$ cat config.mk
export PLATFORM = sky130hd
export DESIGN_NAME = sysctl_regbank
export DESIGN_NICKNAME = d
export VERILOG_FILES = /design/src/rtl/sysctl_pkg.sv /design/src/rtl/sysctl_decode.sv /design/src/rtl/sysctl_store.sv /design/src/rtl/sysctl_regbank.sv
export SDC_FILE = /design/constraint.sdc
export NUM_CORES = 2
export LEC_CHECK = 0
export ABC_AREA = 1
export BUFFER_PORTS_ARGS = -buffer_cell sky130_fd_sc_hd__clkbuf_2
export CAP_MARGIN = 10
export CELL_PAD_IN_SITES_DETAIL_PLACEMENT = 0
export CELL_PAD_IN_SITES_GLOBAL_PLACEMENT = 2
export CORE_MARGIN = 2
export CORE_UTILIZATION = 35
export DETAILED_ROUTE_END_ITERATION = 12
export MAX_ROUTING_LAYER = met4
export PLACE_DENSITY = 0.82
export SYNTH_ARGS = -nofsm -noshare
export SYNTH_HDL_FRONTEND = slang
export SYNTH_SLANG_ARGS = --single-unit
export TNS_END_PERCENT = 5
$ cat constraint.sdc
create_clock -name clk_i -period 4.5 [get_ports clk_i]
set_input_delay 0.9 -clock clk_i [delete_from_list [all_inputs] [get_ports clk_i]]
set_output_delay 0.9 -clock clk_i [all_outputs]
set_load 0.01 [all_outputs]
$ cat src/rtl/sysctl_pkg.sv
package sysctl_pkg;
  localparam int unsigned DW          = 32;
  localparam int unsigned KEY_IDX     = 0;
  localparam int unsigned REV_IDX     = 1;
  localparam int unsigned STRAP_IDX   = 2;
  localparam int unsigned FREQ_IDX    = 3;
  localparam int unsigned SCR_BASE    = 8;
  localparam int unsigned SCR_NUM     = 8;
  localparam int unsigned RNG_IDX     = 16;
  localparam int unsigned FCNT_IDX    = 17;
  localparam int unsigned FCNT_HI_IDX = 18;

  typedef enum logic [2:0] {
    OP_NONE, OP_PLAIN, OP_KEY, OP_STRAP_OR, OP_STRAP_CLR
  } op_e;

  typedef struct packed {
    logic fmt_err;
    logic range_err;
    logic lock_err;
    logic ro_err;
    op_e  op;
  } acc_t;

  function automatic logic is_ro(input int unsigned idx, input int unsigned variant);
    return (idx == REV_IDX && variant == 0) || idx == FREQ_IDX ||
           (idx >= SCR_BASE && idx < SCR_BASE + SCR_NUM) ||
           idx == RNG_IDX || idx == FCNT_IDX || idx == FCNT_HI_IDX;
  endfunction
endpackage

$ cat src/rtl/sysctl_decode.sv
module sysctl_decode
  import sysctl_pkg::*;
#(
  parameter int unsigned ADDR_W   = 9,
  parameter int unsigned NUM_REGS = 64,
  parameter int unsigned LOCK_HI  = 32,
  parameter int unsigned VARIANT  = 1,
  localparam int unsigned IDX_W   = ADDR_W - 2,
  localparam int unsigned RIDX_W  = $clog2(NUM_REGS)
) (
  input  logic              sel_i,
  input  logic              wr_i,
  input  logic [1:0]        size_i,
  input  logic [ADDR_W-1:0] addr_i,
  input  logic              key_open_i,
  output acc_t              acc_o,
  output logic [RIDX_W-1:0] widx_o
);
  logic [IDX_W-1:0] idx;
  int unsigned      idx_n;
  logic             fmt_ok, in_rng, wr_hit, ro;

  always_comb begin
    idx    = addr_i[ADDR_W-1:2];
    idx_n  = {{(32-IDX_W){1'b0}}, idx};
    fmt_ok = (size_i == 2'd2) && (addr_i[1:0] == 2'b00);
    in_rng = idx_n < NUM_REGS;
    wr_hit = sel_i && wr_i && fmt_ok && in_rng;
    ro     = is_ro(idx_n, VARIANT);

    acc_o           = '0;
    acc_o.op        = OP_NONE;
    acc_o.fmt_err   = sel_i && !fmt_ok;
    acc_o.range_err = sel_i && fmt_ok && !in_rng;
    acc_o.lock_err  = wr_hit && !key_open_i && idx_n > KEY_IDX && idx_n < LOCK_HI;
    acc_o.ro_err    = wr_hit && ro;
    if (wr_hit && !ro) begin
      if (idx_n == KEY_IDX)                        acc_o.op = OP_KEY;
      else if (VARIANT == 1 && idx_n == STRAP_IDX) acc_o.op = OP_STRAP_OR;
      else if (VARIANT == 1 && idx_n == REV_IDX)   acc_o.op = OP_STRAP_CLR;
      else                                         acc_o.op = OP_PLAIN;
    end
    widx_o = idx[RIDX_W-1:0];
  end
endmodule

$ cat src/rtl/sysctl_store.sv
module sysctl_store
  import sysctl_pkg::*;
#(
  parameter int unsigned    NUM_REGS   = 64,
  parameter logic [DW-1:0]  KEY_VAL    = 32'hC0DE_5A17,
  parameter logic [DW-1:0]  REV_INIT   = 32'h0402_0303,
  parameter logic [DW-1:0]  STRAP_INIT = 32'h0000_00F0,
  localparam int unsigned   RIDX_W     = $clog2(NUM_REGS)
) (
  input  logic                         clk_i,
  input  logic                         rst_ni,
  input  op_e                          op_i,
  input  logic [RIDX_W-1:0]            widx_i,
  input  logic [DW-1:0]                wdata_i,
  output logic [NUM_REGS-1:0][DW-1:0]  regs_o
);
  logic key_match;
  assign key_match = (wdata_i == KEY_VAL);

  for (genvar g = 0; g < NUM_REGS; g++) begin : g_word
    localparam logic [DW-1:0] RST = (g == REV_IDX)   ? REV_INIT :
                                    (g == STRAP_IDX) ? STRAP_INIT : '0;
    logic          hit;
    logic [DW-1:0] q, nxt;

    assign hit = (widx_i == RIDX_W'(g));

    always_comb begin
      nxt = q;
      if (hit && op_i == OP_PLAIN) nxt = wdata_i;
      if (g == KEY_IDX && hit && op_i == OP_KEY) nxt = {{(DW-1){1'b0}}, key_match};
      if (g == STRAP_IDX) begin
        if (hit && op_i == OP_STRAP_OR) nxt = q | wdata_i;
        if (op_i == OP_STRAP_CLR)       nxt = q & ~wdata_i;  // issued from revision address
      end
    end

    always_ff @(posedge clk_i or negedge rst_ni) begin
      if (!rst_ni) q <= RST;
      else         q <= nxt;
    end

    assign regs_o[g] = q;
  end
endmodule

$ cat src/rtl/sysctl_regbank.sv
module sysctl_regbank
  import sysctl_pkg::*;
#(
  parameter int unsigned   ADDR_W     = 9,
  parameter int unsigned   NUM_REGS   = 64,
  parameter int unsigned   LOCK_HI    = 32,
  parameter int unsigned   VARIANT    = 1,
  parameter logic [31:0]   KEY_VAL    = 32'hC0DE_5A17,
  parameter logic [31:0]   REV_INIT   = 32'h0402_0303,
  parameter logic [31:0]   STRAP_INIT = 32'h0000_00F0
) (
  input  logic              clk_i,
  input  logic              rst_ni,
  input  logic              sel_i,
  input  logic              wr_i,
  input  logic [1:0]        size_i,
  input  logic [ADDR_W-1:0] addr_i,
  input  logic [31:0]       wdata_i,
  output logic [31:0]       rdata_o,
  output logic              wr_done_o,
  output logic              err_fmt_o,
  output logic              err_range_o,
  output logic              err_lock_o,
  output logic              err_ro_o
);
  localparam int unsigned RIDX_W = $clog2(NUM_REGS);

  acc_t                         acc;
  logic [RIDX_W-1:0]            widx;
  logic [NUM_REGS-1:0][DW-1:0]  regs_q;
  logic                         key_open;

  assign key_open = regs_q[KEY_IDX][0];

  sysctl_decode #(
    .ADDR_W(ADDR_W), .NUM_REGS(NUM_REGS), .LOCK_HI(LOCK_HI), .VARIANT(VARIANT)
  ) u_decode (
    .sel_i(sel_i), .wr_i(wr_i), .size_i(size_i), .addr_i(addr_i),
    .key_open_i(key_open), .acc_o(acc), .widx_o(widx)
  );

  sysctl_store #(
    .NUM_REGS(NUM_REGS), .KEY_VAL(KEY_VAL), .REV_INIT(REV_INIT), .STRAP_INIT(STRAP_INIT)
  ) u_store (
    .clk_i(clk_i), .rst_ni(rst_ni), .op_i(acc.op), .widx_i(widx),
    .wdata_i(wdata_i), .regs_o(regs_q)
  );

  assign rdata_o     = (sel_i && !acc.fmt_err && !acc.range_err) ? regs_q[widx] : '0;
  assign wr_done_o   = (acc.op != OP_NONE);
  assign err_fmt_o   = acc.fmt_err;
  assign err_range_o = acc.range_err;
  assign err_lock_o  = acc.lock_err;
  assign err_ro_o    = acc.ro_err;
endmodule

Word-level counts from Yosys, hierarchy flattened
Cells that the tools add are included.
- equality and inequality tests: 75
- reduce and logical (&&, ||, !) cells: 97
- mux-type cells: 12
- bitwise operators: 3
- $lt $le $gt $ge: 6
- operators by type and width (kind ; count):
    $mux W32 ; 7
    $bmux W32 S6 ; 1
    $eq A6 B6 Y1 const B ; 32
    $eq A6 B5 Y1 const B ; 16
    $logic_and A1 B1 Y1 ; 81
    $eq A6 B4 Y1 const B ; 8
    $and A32 B32 Y32 ; 1
    $eq A32 B32 Y1 const B ; 1
    $not A32 Y32 ; 1
    $or A32 B32 Y32 ; 1
    $eq A6 B3 Y1 const B ; 4
    $eq A7 B5 Y1 const B ; 3
    $eq A7 B2 Y1 const B ; 2
    $eq A6 B2 Y1 const B ; 2
    $mux W3 ; 4
    $eq A7 B1 Y1 const B ; 1
    $ge A7 B4 Y1 const B ; 1
    $gt A7 B1 Y1 const B ; 1
    $logic_not A7 Y1 ; 1
    $lt A6 B7 Y1 const B ; 1
    $lt A7 B5 Y1 const B ; 1
    $lt A7 B6 Y1 const B ; 1
    $lt A7 B7 Y1 const B ; 1
    $eq A3 B2 Y1 const B ; 2
    10 further kinds ; 19
- output and inout bits: 37
- register bits: 2048
- word-level logic and storage cells: 257
- input port bits: 47

Depth between registers and ports, before layout
- word-level depth: 14
- mapped depth: 15

Hierarchy
A second synthesis with hierarchy kept.
- cells, all modules: 11751
- area, all modules: 95158.8 µm²
- by module, submodules not included (module ; seq. area each (µm²) ; area each (µm²) ; cells each ; times used):
    sysctl_store ; 51261.7 ; 74405.1 ; 7033 ; 1
    sysctl_regbank ; 0.0 ; 20467.1 ; 4665 ; 1
    sysctl_decode ; 0.0 ; 286.5 ; 53 ; 1

Worst setup path after synthesis
No wires, ideal clock.
- kind: input port to output port
- start: input port addr_i[2]
- end: output port rdata_o[19]
- setup slack: 1.154 ns
- data required time: 3.600 ns
- arrival: 2.446 ns
- stages on the path: 14
- cells stage by stage: buf_2 -> buf_2 -> clkbuf_1 -> clkbuf_1 -> nand2_1 -> nand2_1 -> nand2_1 -> nand2_1 -> nand2_1 -> nand2_1 -> o21ai_0 -> nand2_1 -> nor2_1 -> nor2_1
- cells in the longest elaborated chain, start to end: 6
- elaborated cells between the ends (all ways): 8
- classes of those cells: order compare (1); mux (3); reduce/logical (4)
- RTL lines (item ; RTL line ; RTL):
    from (decl) ; sysctl_regbank.sv:17 ; input logic [ADDR_W-1:0] addr_i,
    $lt A7 B7 Y1 ; sysctl_decode.sv:27 ; in_rng = idx_n < NUM_REGS;
    $logic_not A1 Y1 ; sysctl_decode.sv:34 ; acc_o.range_err = sel_i && fmt_ok && !in_rng;
    $logic_and A1 B1 Y1 ; sysctl_decode.sv:34 ;
    $logic_not A1 Y1 ; sysctl_regbank.sv:49 ; assign rdata_o = (sel_i && !acc.fmt_err && !acc.range_err) ? regs_q[widx] : '0;
    $logic_and A1 B1 Y1 ; sysctl_regbank.sv:49 ;
    $mux W32 * ; sysctl_regbank.sv:49 ;
    to (decl) ; sysctl_regbank.sv:19 ; output logic [31:0] rdata_o,
Mark *: on every way between the ends. The rest lies on a longest branch, timed or not. The select of a mux whose other input is x is not followed.

Final worst setup path
- start: input port addr_i[2]
- end: output port rdata_o[15]
Same word-level chain as after synthesis.

==> results.cfg <==
[power_and_ir_drop]
power.share.sequential = 0.469
power_per_cell_area_mw_per_mm2 = 373
power.internal_uw = 29900
p_clk_frac = 0.480
p_leak_uw = 0.0544
sw_frac_of_total = 0.242
p_switching_uw = 9550
vdd.ir_drop.worst_mv = 0.329
share_of_total_power_in_combinational_logic = 0.051

[drt]
route.antenna.remaining_nets = 0
wl_per_cell_um = 21.6
first_iter_violations = 7706
drc_markers = 0
detailedRoute.firstPassIterationCount = 7
finalWirelength_um = 336000
dr_total_vias = 77748
vias_per_cell = 5.00

[timing]
setup-violations-final = 0
fin_skew_ns = 0
final.setup.tns_ns = 0
period_share = 0.983
max_slew_violation_count = 0
finalHoldViolCount = 0
rsz_0062_raised_after_global_routing = false
final_period_minus_worst_setup_slack_ns = 4.42
worst-slew-pin-transition_ns = 1.14
relSlewSlack = 0.237
maxClockFrequency_ghz = 0.226

[critical_path]
critical-path-max-stage-delay_ns = 0.33
arr_time_crit_path_ns = 3.52
critical_path.top_delay_family = buffers and inverters
worst_path_most_repeated_cell = sky130_fd_sc_hd__nand2_1
crit_buf_inv = 6
cell_chain_of_the_critical_path = buf_8 > clkinv_8 > buf_12 > buf_12 > buf_4 > nand2_1 > nand2_1 > nand2_1 > nand3_1 > nand2_1 > nand2_1 > o21ai_0 > nand2_1 > nor2_2 > nor2_1 > clkbuf_2
end_kind = output pin
crit_path_required_time_ns = 3.60
critPathKind = input pin to output pin
critPathLaunchType = input pin
crit_slowest_cell = sky130_fd_sc_hd__nor2_2
crit_fanout = 26

[layout]
final_util = 0.398
top_regs = u_store.g_word.q: 2048 flops
largest_reg_flops = 2048
layout-drive-gt1-share = 0.0771
nNetsFinal = 11892
register_bank_with_the_most_flops = u_store.g_word.q
most-common-layout-cells = 6936 x sky130_fd_sc_hd__nand2_1, 2038 x sky130_fd_sc_hd__dfrtp_1, 1140 x sky130_fd_sc_hd__o21ai_1
final_common_cell = sky130_fd_sc_hd__nand2_1
area_growth_from_synthesis_to_layout_pct = 12.9

[yosys]
postSynthNetCount = 12479
yosys_register_bits = 2048
synthesis.area_sq_mm = 0.0937
netlist.top_cell.by_area = sky130_fd_sc_hd__dfrtp_1
synth_cell_types = 26
synth_seq_area_share = 0.547
synth.yosys.warnings = 0
netlist.area_leader.share = 0.544
post_synth_main_area_contributors = sky130_fd_sc_hd__dfrtp_1 54%, sky130_fd_sc_hd__nand2_1 28%, sky130_fd_sc_hd__o21ai_1 6.1%
post_synthesis_instance_total = 12432
post_synth.cell_area_avg_sq_um = 7.54

[placed_design]
gpl.final_weighted_congestion = 0.837
buffers_added_on_ports = 83
place_hpwl_um = 198000

[cts]
cts.reportedPaths.clkPinSlew_ns = 0.06
cts_htree_levels = 4
tritoncts.num_buffers = 228
clk_latency_ns = 0.90
clock_tree_from_tritoncts = done
cts.sink_count = 2048
max-clock-path-buffers = 4
clockRootBuffer = sky130_fd_sc_hd__clkbuf_16

[grt]
globalRouteTotalUtil = 0.254
grt_first_pass_wirelength_um = 508000
maximum_number_of_pins_on_one_net_before_global_route_repair = 152
globalRoute.totalOverflow = 0
vias_in_the_first_global_route = 75859
antenna_violations_before_repair = 11

[floorplanning]
floorplan.initialDensity = 0.353
placeableCoreArea_sq_mm = 0.266
chipHeight_um = 521
rows = 189
fp.dieArea_sq_mm = 0.272
floorplan.io_pins = 84
die_span_x_um = 521

[hold_path]
worstHoldPathType = input pin to flip-flop

[run]
max_cap_viol_count = 0

[outcome]
outcome = finished clean
[final timing paths]
check | from | endpoint | slack (ns) | depth (start not counted)
worst max register to register | u_store.g_word[2].q[4]$_DFFE_PN1P_ | u_store.g_word[2].q[4]$_DFFE_PN1P_ | 3.53 | 6
worst min register to register | u_store.g_word[1].q[17]$_DFFE_PN1P_ | u_store.g_word[1].q[17]$_DFFE_PN1P_ | 0.37 | 0
worst min-delay path | wdata_i[1] | u_store.g_word[2].q[1]$_DFFE_PN0P_ | 0.33 | 5
worst max-delay path | addr_i[2] | rdata_o[15] | 0.08 | 16
max in group asynchronous | rst_ni | u_store.g_word[58].q[26]$_DFFE_PN0P_ | 2.39 | 3
min in group asynchronous | rst_ni | u_store.g_word[5].q[9]$_DFFE_PN0P_ | 0.55 | 2
[metal layers]
| layer | share of wire | vias to the layer above | global-route usage |
|---|---|---|---|
| met3 | 0.057 | 467 | 0.0299 |
| met5 | 0 | - | - |
| met4 | 0.033 | 0 | 0.0783 |
| met2 | 0.46 | 2346 | 0.398 |
| met1 | 0.45 | 37784 | 0.345 |
| li1 | - | 37151 | - |
[worst reg2reg max path, cell delays in order (launching register included)]
cell,delay [ns]
sky130_fd_sc_hd__dfstp_2,0.56
sky130_fd_sc_hd__inv_1,0.05
sky130_fd_sc_hd__nor2_1,0.08
sky130_fd_sc_hd__nand2_1,0.06
sky130_fd_sc_hd__nand2_1,0.07
sky130_fd_sc_hd__nand2_1,0.05
sky130_fd_sc_hd__nand2_1,0.05
[Yosys cell counts]
cell type,n
sky130_fd_sc_hd__nand2_1,6941
sky130_fd_sc_hd__dfrtp_1,2038
sky130_fd_sc_hd__o21ai_1,1138
sky130_fd_sc_hd__clkbuf_1,957
sky130_fd_sc_hd__o21ai_0,565
sky130_fd_sc_hd__buf_2,311
sky130_fd_sc_hd__nor2_1,143
sky130_fd_sc_hd__inv_1,103
sky130_fd_sc_hd__nand3_1,102
sky130_fd_sc_hd__nand3_4,32
sky130_fd_sc_hd__buf_1,21
sky130_fd_sc_hd__inv_2,12
sky130_fd_sc_hd__nand4_1,11
sky130_fd_sc_hd__dfstp_2,10
sky130_fd_sc_hd__nand4_4,9
sky130_fd_sc_hd__a21oi_1,8
sky130_fd_sc_hd__nand3_2,8
sky130_fd_sc_hd__buf_6,7
sky130_fd_sc_hd__nor3_1,4
sky130_fd_sc_hd__nor2_4,3
sky130_fd_sc_hd__buf_4,2
sky130_fd_sc_hd__nor2_2,2
sky130_fd_sc_hd__nor4_1,2
sky130_fd_sc_hd__a2111oi_0,1
sky130_fd_sc_hd__a31oi_4,1
sky130_fd_sc_hd__o21ai_2,1
[kinds of logic after synthesis]
family	Yosys count	share of synthesized area
flops	2048	0.547
buf+inv	1413	0.0614
simple gates	7257	0.300
compound gates	1714	0.0918
[power groups by stage]
stage | Clock (uW) | Sequential [uW] | Combinational, uW
after floorplan | 0 | 18800 | 753
after global placement | 0 | 18800 | 2020
after CTS | 19300 | 18500 | 2030
after global routing | 20100 | 18500 | 2160
after detailed placement | 0 | 18800 | 2030
final | 19000 | 18500 | 2000
[layout make-up]
class	count	area [sq um]
Multi-Input combinational cell	8971	36800
Timing Repair Buffer	481	5350
Clock inverter	62	686
Clock buffer	346	6800
Sequential cell	2048	51300
Antenna cell	9	22.5
Inverter	115	464
Fill cell	27246	160000
Tap cell	3533	4420
[through the flow]
| step | total power, uW | cell area [sq um] | worst slack (ns) | instances | hold slack [ns] |
|---|---|---|---|---|---|
| 6_report | 39500 | 106000 | 0.0786 | 15565 | 0.330 |
| 5_1_grt | 40700 | 106000 | 0.0176 | 15561 | 0.328 |
| 4_1_cts | 39900 | 106000 | 0.0295 | 15556 | 0.270 |
| 3_5_place_dp | 20900 | 98200 | 0.0531 | 15147 | 0.359 |
| 3_3_place_gp | 20900 | 98200 | 0.0288 | 15147 | 0.357 |
| 2_1_floorplan | 19600 | 93700 | 1.15 | 12432 | 0.429 |
[what timing repair did]
item / 4_1_cts / 5_1_grt
endpoints found under the setup margin: 0 / 2
hold buffers: 1 / 0
hold endpoints to repair: 41 / 0
resized for setup: 0 / 10
setup buffers: 0 / 0
Note: power is estimated with default switching activity, not from simulation.
